`src/rtl/ecb_pkg.sv`:
```
package ecb_pkg;
  localparam int SEL_W   = 28;
  localparam int GRP_W   = 4;
  localparam int RID_W   = 16;
  localparam int DOM_W   = 16;
  localparam int PASID_W = 22;
  localparam int ATTR_W  = 5;
  localparam int FLT_EN  = 31;
  localparam int FIELD_W = 3;

  typedef enum logic [FIELD_W-1:0] {
    F_EVCFG = 3'd0, F_RID = 3'd1, F_DOM = 3'd2, F_PASID = 3'd3,
    F_ATS = 3'd4, F_PT = 3'd5, F_COUNT = 3'd6, F_ENABLE = 3'd7
  } cnt_field_e;

  typedef enum logic [FIELD_W-1:0] {
    G_OVF = 3'd0, G_PEND = 3'd1, G_FREEZE = 3'd2
  } glb_field_e;

  typedef struct packed {
    logic [RID_W-1:0]   rid;
    logic [DOM_W-1:0]   dom;
    logic [PASID_W-1:0] pasid;
    logic [ATTR_W-1:0]  ats;
    logic [ATTR_W-1:0]  pt;
  } ev_attr_t;
endpackage

```
`src/rtl/ecb_filter.sv`:
```
module ecb_filter #(
  parameter int W = 16
) (
  input  logic         en,
  input  logic [W-1:0] ref_val,
  input  logic [W-1:0] ev_val,
  output logic         pass
);
  assign pass = !en || (ref_val == ev_val);
endmodule

```
`src/rtl/ecb_counter.sv`:
```
module ecb_counter
  import ecb_pkg::*;
#(
  parameter int CNT_W = 32
) (
  input  logic                clk,
  input  logic                rst_n,
  input  logic                cfg_we,
  input  logic [FIELD_W-1:0]  field,
  input  logic [31:0]         wdata,
  input  logic                freeze,
  input  logic                ev_valid,
  input  logic [GRP_W-1:0]    ev_group,
  input  logic [SEL_W-1:0]    ev_sel,
  input  ev_attr_t            ev_attr,
  output logic [CNT_W-1:0]    count,
  output logic                ovf_pulse,
  output logic [31:0]         rdata
);
  logic [SEL_W-1:0]   sel_mask;
  logic [GRP_W-1:0]   grp;
  logic               enable;
  logic               rid_en, dom_en, pasid_en, ats_en, pt_en;
  logic [RID_W-1:0]   rid_v;
  logic [DOM_W-1:0]   dom_v;
  logic [PASID_W-1:0] pasid_v;
  logic [ATTR_W-1:0]  ats_v, pt_v;
  logic [4:0]         pass;
  logic               hit, cnt_wr;

  ecb_filter #(.W(RID_W))   u_f_rid   (.en(rid_en),   .ref_val(rid_v),   .ev_val(ev_attr.rid),   .pass(pass[0]));
  ecb_filter #(.W(DOM_W))   u_f_dom   (.en(dom_en),   .ref_val(dom_v),   .ev_val(ev_attr.dom),   .pass(pass[1]));
  ecb_filter #(.W(PASID_W)) u_f_pasid (.en(pasid_en), .ref_val(pasid_v), .ev_val(ev_attr.pasid), .pass(pass[2]));
  ecb_filter #(.W(ATTR_W))  u_f_ats   (.en(ats_en),   .ref_val(ats_v),   .ev_val(ev_attr.ats),   .pass(pass[3]));
  ecb_filter #(.W(ATTR_W))  u_f_pt    (.en(pt_en),    .ref_val(pt_v),    .ev_val(ev_attr.pt),    .pass(pass[4]));

  assign cnt_wr    = cfg_we && (field == F_COUNT);
  assign hit       = ev_valid && enable && !freeze && (grp == ev_group) &&
                     (|(sel_mask & ev_sel)) && (&pass);
  assign ovf_pulse = hit && !cnt_wr && (&count);

  always_ff @(posedge clk) begin
    if (!rst_n) begin
      sel_mask <= '0; grp <= '0; enable <= 1'b0;
      rid_en <= 1'b0; dom_en <= 1'b0; pasid_en <= 1'b0; ats_en <= 1'b0; pt_en <= 1'b0;
      rid_v <= '0; dom_v <= '0; pasid_v <= '0; ats_v <= '0; pt_v <= '0;
    end else if (cfg_we) begin
      case (field)
        F_EVCFG:  begin sel_mask <= wdata[SEL_W-1:0]; grp <= wdata[31:32-GRP_W]; end
        F_RID:    begin rid_en <= wdata[FLT_EN];   rid_v <= wdata[RID_W-1:0]; end
        F_DOM:    begin dom_en <= wdata[FLT_EN];   dom_v <= wdata[DOM_W-1:0]; end
        F_PASID:  begin pasid_en <= wdata[FLT_EN]; pasid_v <= wdata[PASID_W-1:0]; end
        F_ATS:    begin ats_en <= wdata[FLT_EN];   ats_v <= wdata[ATTR_W-1:0]; end
        F_PT:     begin pt_en <= wdata[FLT_EN];    pt_v <= wdata[ATTR_W-1:0]; end
        F_ENABLE: enable <= wdata[0];
        default:  ;
      endcase
    end
  end

  always_ff @(posedge clk) begin
    if (!rst_n)      count <= '0;
    else if (cnt_wr) count <= wdata[CNT_W-1:0];
    else if (hit)    count <= count + 1'b1;
  end

  always_comb begin
    case (field)
      F_EVCFG:  rdata = {grp, sel_mask};
      F_RID:    rdata = {rid_en, 31'(rid_v)};
      F_DOM:    rdata = {dom_en, 31'(dom_v)};
      F_PASID:  rdata = {pasid_en, 31'(pasid_v)};
      F_ATS:    rdata = {ats_en, 31'(ats_v)};
      F_PT:     rdata = {pt_en, 31'(pt_v)};
      F_COUNT:  rdata = 32'(count);
      default:  rdata = {31'd0, enable};
    endcase
  end

  AST_STEP_ONE: assert property (@(posedge clk) disable iff (!rst_n)
    !cnt_wr |=> (count == $past(count)) || (count == $past(count) + 1'b1));
  AST_FREEZE_HOLD: assert property (@(posedge clk) disable iff (!rst_n)
    (freeze && !cnt_wr) |=> $stable(count));
  AST_DISABLED_HOLD: assert property (@(posedge clk) disable iff (!rst_n)
    (!enable && !cnt_wr) |=> $stable(count));
  AST_WRAP_ZERO: assert property (@(posedge clk) disable iff (!rst_n)
    (ovf_pulse) |=> (count == '0));
endmodule

```
`src/rtl/ecb_status.sv`:
```
module ecb_status #(
  parameter int NUM_CNT = 4
) (
  input  logic               clk,
  input  logic               rst_n,
  input  logic [NUM_CNT-1:0] ovf_pulse,
  input  logic               clr_ovf_we,
  input  logic               clr_pend_we,
  input  logic [NUM_CNT-1:0] clr_bits,
  output logic [NUM_CNT-1:0] ovf_status,
  output logic               pending
);
  logic [NUM_CNT-1:0] clr_mask;
  assign clr_mask = clr_ovf_we ? clr_bits : '0;

  always_ff @(posedge clk) begin
    if (!rst_n) begin
      ovf_status <= '0;
      pending    <= 1'b0;
    end else begin
      ovf_status <= (ovf_status & ~clr_mask) | ovf_pulse;
      pending    <= (pending && !(clr_pend_we && clr_bits[0])) || (|ovf_pulse);
    end
  end

  AST_OVF_SET: assert property (@(posedge clk) disable iff (!rst_n)
    (|ovf_pulse) |=> ((ovf_status & $past(ovf_pulse)) == $past(ovf_pulse)));
  AST_OVF_CLEAR: assert property (@(posedge clk) disable iff (!rst_n)
    (clr_ovf_we && ovf_pulse == '0) |=> ((ovf_status & $past(clr_bits)) == '0));
  AST_PEND_SET: assert property (@(posedge clk) disable iff (!rst_n)
    (|ovf_pulse) |=> pending);
endmodule

```
`src/rtl/evt_counter_bank.sv`:
```
module evt_counter_bank
  import ecb_pkg::*;
#(
  parameter int NUM_CNT = 4,
  parameter int CNT_W   = 32,
  localparam int IDX_W  = (NUM_CNT > 1) ? $clog2(NUM_CNT) : 1,
  localparam int ADDR_W = 1 + IDX_W + FIELD_W
) (
  input  logic              clk,
  input  logic              rst_n,
  input  logic              ev_valid,
  input  logic [3:0]        ev_group,
  input  logic [27:0]       ev_sel,
  input  logic [15:0]       ev_rid,
  input  logic [15:0]       ev_dom,
  input  logic [21:0]       ev_pasid,
  input  logic [4:0]        ev_ats,
  input  logic [4:0]        ev_pt,
  input  logic              reg_we,
  input  logic [ADDR_W-1:0] reg_addr,
  input  logic [31:0]       reg_wdata,
  output logic [31:0]       reg_rdata,
  output logic              irq
);
  logic                 is_glb;
  logic [IDX_W-1:0]     idx;
  logic [FIELD_W-1:0]   field;
  logic                 frozen, pending;
  logic [NUM_CNT-1:0]   ovf_pulse, ovf_status;
  logic [31:0]          cnt_rdata [NUM_CNT];
  ev_attr_t             attr;

  assign is_glb = reg_addr[ADDR_W-1];
  assign idx    = reg_addr[FIELD_W +: IDX_W];
  assign field  = reg_addr[FIELD_W-1:0];
  assign attr   = '{rid: ev_rid, dom: ev_dom, pasid: ev_pasid, ats: ev_ats, pt: ev_pt};

  for (genvar i = 0; i < NUM_CNT; i++) begin : g_cnt
    logic [CNT_W-1:0] cnt_val;
    ecb_counter #(.CNT_W(CNT_W)) u_cnt (
      .clk(clk), .rst_n(rst_n),
      .cfg_we(reg_we && !is_glb && (idx == IDX_W'(i))),
      .field(field), .wdata(reg_wdata), .freeze(frozen),
      .ev_valid(ev_valid), .ev_group(ev_group), .ev_sel(ev_sel), .ev_attr(attr),
      .count(cnt_val), .ovf_pulse(ovf_pulse[i]), .rdata(cnt_rdata[i]));
  end

  ecb_status #(.NUM_CNT(NUM_CNT)) u_status (
    .clk(clk), .rst_n(rst_n), .ovf_pulse(ovf_pulse),
    .clr_ovf_we(reg_we && is_glb && field == G_OVF),
    .clr_pend_we(reg_we && is_glb && field == G_PEND),
    .clr_bits(reg_wdata[NUM_CNT-1:0]),
    .ovf_status(ovf_status), .pending(pending));

  always_ff @(posedge clk) begin
    if (!rst_n) frozen <= 1'b0;
    else if (reg_we && is_glb && field == G_FREEZE) frozen <= reg_wdata[0];
  end

  assign irq = pending;

  always_comb begin
    reg_rdata = '0;
    if (is_glb) begin
      case (field)
        G_OVF:    reg_rdata = 32'(ovf_status);
        G_PEND:   reg_rdata = {31'd0, pending};
        G_FREEZE: reg_rdata = {31'd0, frozen};
        default:  reg_rdata = '0;
      endcase
    end else if (int'(idx) < NUM_CNT) begin
      reg_rdata = cnt_rdata[idx];
    end
  end

  AST_FROZEN_NO_OVF: assert property (@(posedge clk) disable iff (!rst_n)
    frozen |-> (ovf_pulse == '0));
endmodule

```
`config.mk`:
```
export PLATFORM = sky130hd
export DESIGN_NAME = evt_counter_bank
export DESIGN_NICKNAME = d
export VERILOG_FILES = /design/src/rtl/ecb_pkg.sv /design/src/rtl/ecb_filter.sv /design/src/rtl/ecb_counter.sv /design/src/rtl/ecb_status.sv /design/src/rtl/evt_counter_bank.sv
export SDC_FILE = /design/constraint.sdc
export NUM_CORES = 2
export LEC_CHECK = 0
export ABC_AREA = 1
export BUFFER_PORTS_ARGS = -buffer_cell sky130_fd_sc_hd__buf_2
export CAP_MARGIN = 20
export CORE_MARGIN = 5
export CORE_UTILIZATION = 45
export DETAILED_ROUTE_END_ITERATION = 10
export PLACE_DENSITY = 0.67
export SETUP_SLACK_MARGIN = 0.1
export SYNTH_ARGS = -nofsm -noshare
export SYNTH_HDL_FRONTEND = slang
export SYNTH_SLANG_ARGS = --single-unit
```
`constraint.sdc`:
```
create_clock -name clk -period 2.15 [get_ports clk]
set_input_delay 0.1075 -clock clk [delete_from_list [all_inputs] [get_ports clk]]
set_output_delay 0.1075 -clock clk [all_outputs]
set_load 0.01 [all_outputs]
```
==> load_flow_metrics.sql <==
INSERT INTO impl_metrics (metric_group, metric, value, unit) VALUES
('global_routing', 'gr_usage_total', '0.3971', ''),
('pwr', 'max-vdd-ir-drop', '0.0004565', 'V'),
('sta', 'fin_skew', '23.28', 'ps'),
('cells_and_area', 'most_frequent_standard_cell_in_the_layout_excluding_fill_and_tap_cells', 'nand2_1', ''),
('cts', 'clkSlewWorstSetupHoldPaths', '60', 'ps'),
('hold_path', 'hold_end', 'g_cnt[0].u_cnt.count[0]', ''),
('logic_synthesis', 'synth_sequential_area_ratio', '0.3416', ''),
('run_status', 'status', 'finished with violations', ''),
('sta', 'post-route-period-util', '1.121', ''),
('sta', 'final-max-slew-violation-count', '0', ''),
('cells_and_area', 'final_cell_mix', 'nand2_1 (1224), nor2_1 (579), o21ai_0 (504)', ''),
('floorplanning', 'coreArea', '70030', 'µm²'),
('place', 'placed_area', '36220', 'µm²'),
('cts', 'cts_made_buffers', '66', ''),
('pwr', 'total_leakage_power', '18.65', 'nW'),
('setup_path', 'critical_path_peak_fanout', '3', ''),
('setup_path', 'r2r_slack', '-80', 'ps'),
('setup_path', 'worst_r2r_endpoint', 'g_cnt[3].u_cnt.count[26]', ''),
('logic_synthesis', 'syn-instance-count', '5051', ''),
('sta', 'hold_viol', '0', ''),
('setup_path', 'kind_of_critical_path', 'reg2out', ''),
('floorplanning', 'rows', '97', ''),
('sta', 'setup_viol_count_final', '38', ''),
('logic_synthesis', 'edff_count_synth', '0', ''),
('cts', 'clock_insertion_delay_worst_skew', '630', 'ps'),
('logic_synthesis', 'synth_seq_cells', '542', ''),
('pwr', 'design_power_total', '24.69', 'mW'),
('logic_synthesis', 'syn_area', '31760', 'µm²'),
('global_routing', 'global_route.overflow_total', '0', ''),
('hold_path', 'timing.hold.worst.class', 'in2reg', ''),
('global_routing', 'grt_start_max_net_pins', '110', ''),
('routing', 'ant_nets', '0', ''),
('routing', 'via_count', '38550', ''),
('cells_and_area', 'final_layout_size_suffix_gt1_frac', '0.2881', ''),
('run_status', 'failed_checks', 'negative setup slack', ''),
('run', 'max-cap-violations', '0', ''),
('place', 'port-buffer-count', '170', ''),
('logic_synthesis', 'yosysUniqueCellTypes', '48', ''),
('sta', 'slew_headroom', '0.4426', ''),
('hold_path', 'cell_depth_of_the_worst_hold_path', '5', ''),
('logic_synthesis', 'avgSynthCellArea', '6.288', 'µm²'),
('cells_and_area', 'area.growth.synth_to_final', '37.23', '%'),
('logic_synthesis', 'synth.top_cells.by_area', 'dfxtp_1 (34%), nand2_1 (17%), o21ai_0 (8.7%)', ''),
('floorplanning', 'die_y', '275.7', 'µm'),
('logic_synthesis', 'yosys_warnings', '0', ''),
('global_routing', 'global_route_wire_length_before_repair', '225.6', 'mm'),
('floorplanning', 'floorplan.die.width', '275.7', 'µm'),
('cells_and_area', 'design.final.nets', '5672', ''),
('floorplanning', 'top_level_ports', '171', ''),
('cts', 'tritoncts', 'built', ''),
('setup_path', 'timing.critical_path.arrival', '2300', 'ps'),
('cts', 'clock_tree.buffer_depth', '3', ''),
('sta', 'post-route-worst-setup-slack', '-261.2', 'ps'),
('routing', 'first_pass_iters', '6', ''),
('place', 'routability_congestion_estimate_from_global_placement', '1.053', ''),
('sta', 'max_slew.worst_pin.slew', '836.1', 'ps'),
('setup_path', 'critPathLaunchType', 'flop', ''),
('setup_path', 'endpoint_kind', 'primary output', ''),
('routing', 'routed_wl', '161.5', 'mm'),
('hold_path', 'worstHoldStart', 'reg_wdata[0]', ''),
('routing', 'detailedRoute.firstIterationViolations', '5405', ''),
('sta', 'rsz0062_at_grt', 'true', ''),
('logic_synthesis', 'synthArstFlopShare', '0', ''),
('setup_path', 'r2r_start', 'g_cnt[3].u_cnt.sel_mask[3]', ''),
('cts', 'cts.sinks', '542', ''),
('cells_and_area', 'stdcell_area', '43590', 'µm²'),
('logic_synthesis', 'yosysTopAreaCellShare', '0.3416', ''),
('floorplanning', 'dieArea', '75990', 'µm²'),
('cts', 'h-tree-depth', '3', ''),
('place', 'pre_cts_ws', '-292.1', 'ps'),
('sta', 'finalHoldWorstSlack', '58.56', 'ps');
==> cell usage after synthesis, types with 43 or more instances <==
| library cell | instances |
|---|---|
| a21oi_1 | 390 |
| buf_2 | 43 |
| clkbuf_1 | 231 |
| dfxtp_1 | 542 |
| inv_1 | 363 |
| nand2_1 | 1425 |
| nand3_1 | 169 |
| nand4_1 | 59 |
| nor2_1 | 657 |
| nor3_1 | 52 |
| o21ai_0 | 554 |
| o22ai_1 | 51 |
| xor2_1 | 228 |
==> registers in the layout, indices dropped and copies added (netlist names), 16 cells and up <==
register,cells
g_cnt.u_cnt.pasid_v,88
g_cnt.u_cnt.sel_mask,112
g_cnt.u_cnt.dom_v,64
g_cnt.u_cnt.grp,16
g_cnt.u_cnt.count,128
g_cnt.u_cnt.pt_v,20
g_cnt.u_cnt.rid_v,64
g_cnt.u_cnt.ats_v,20
==> worst max-delay path, cell delays in order, from the launching register on <==
cell and delay, ps:
dfxtp_2 330, buf_8 150, a221oi_2 250, buf_4 160
o211ai_1 80, nand2_1 90, nand4_1 160, buf_6 200
nand2_4 80, nand2_4 60, buf_6 120
==> metal layers <==
metal | GRT usage | vias to the layer above | wire length (µm)
li1 | - | 17410 | -
met1 | 0.5330 | 17920 | 61240
met2 | 0.5964 | 2663 | 67880
met3 | 0.1033 | 547 | 22090
met4 | 0.1876 | 2 | 10110
met5 | 0 | - | 172
==> cells by family (layout without fill, tap and decap cells) <==
| family | after synthesis | count (layout) | synth area share |
|---|---|---|---|
| flip-flops | 542 | 542 | 0.3416 |
| AO/OA/AOI/OAI | 1139 | 1139 | 0.1952 |
| buffers and inverters | 692 | 1222 | 0.08450 |
| adder cells (fa/ha/maj) | 4 | 4 | 0.001576 |
| other | 0 | 4 | 0 |
| XOR/XNOR | 263 | 263 | 0.07252 |
| AND/OR/NAND/NOR | 2411 | 2411 | 0.3046 |
==> how the worst max path moves through the flow <==
stage	from	to
after detailed placement	reg_addr[2]	reg_rdata[25]
after CTS	g_cnt[2].u_cnt.count[0]	reg_rdata[0]
after global placement	reg_addr[2]	reg_rdata[25]
after global routing	g_cnt[1].u_cnt.pasid_v[0]	reg_rdata[0]
final	g_cnt[3].u_cnt.count[1]	reg_rdata[1]
after floorplan	g_cnt[2].u_cnt.count[0]	g_cnt[2].u_cnt.count[30]
==> stage by stage <==
stage | utilization | std cells
after floorplan | - | 5051
after global placement | 0.5172 | 6283
after detailed placement | 0.5172 | 6283
after CTS | 0.5817 | 6468
after global routing | 0.6224 | 6523
final | 0.6224 | 6525
==> layout make-up <==
cell class,instances,area [µm²]
inverter,391,1543
multi-input combinational,3817,21370
clock inverter,20,262.8
sequential,542,11040
clock buffer,99,2062
timing repair buffer,711,6115
timing repair inverter,1,5.005
fill,6370,26440
antenna,4,10.01
tap,940,1176
==> power breakdown <==
group	leakage [nW]	switching, mW	internal [mW]
registers	4.44	0.0583	10.1
clock network	1.15	4.84	7.35
logic	13.1	1.64	0.715
==> repair_timing <==
action | CTS | global route
pin swaps | 98 | 220
setup endpoints to repair | 160 | 164
buffers inserted | 38 | 41
hold endpoints to repair | 116 | 0
gates cloned | 7 | 14
hold buffers | 22 | 0
gates resized for setup | 441 | 699
Note: power is estimated with default switching activity, not from simulation.
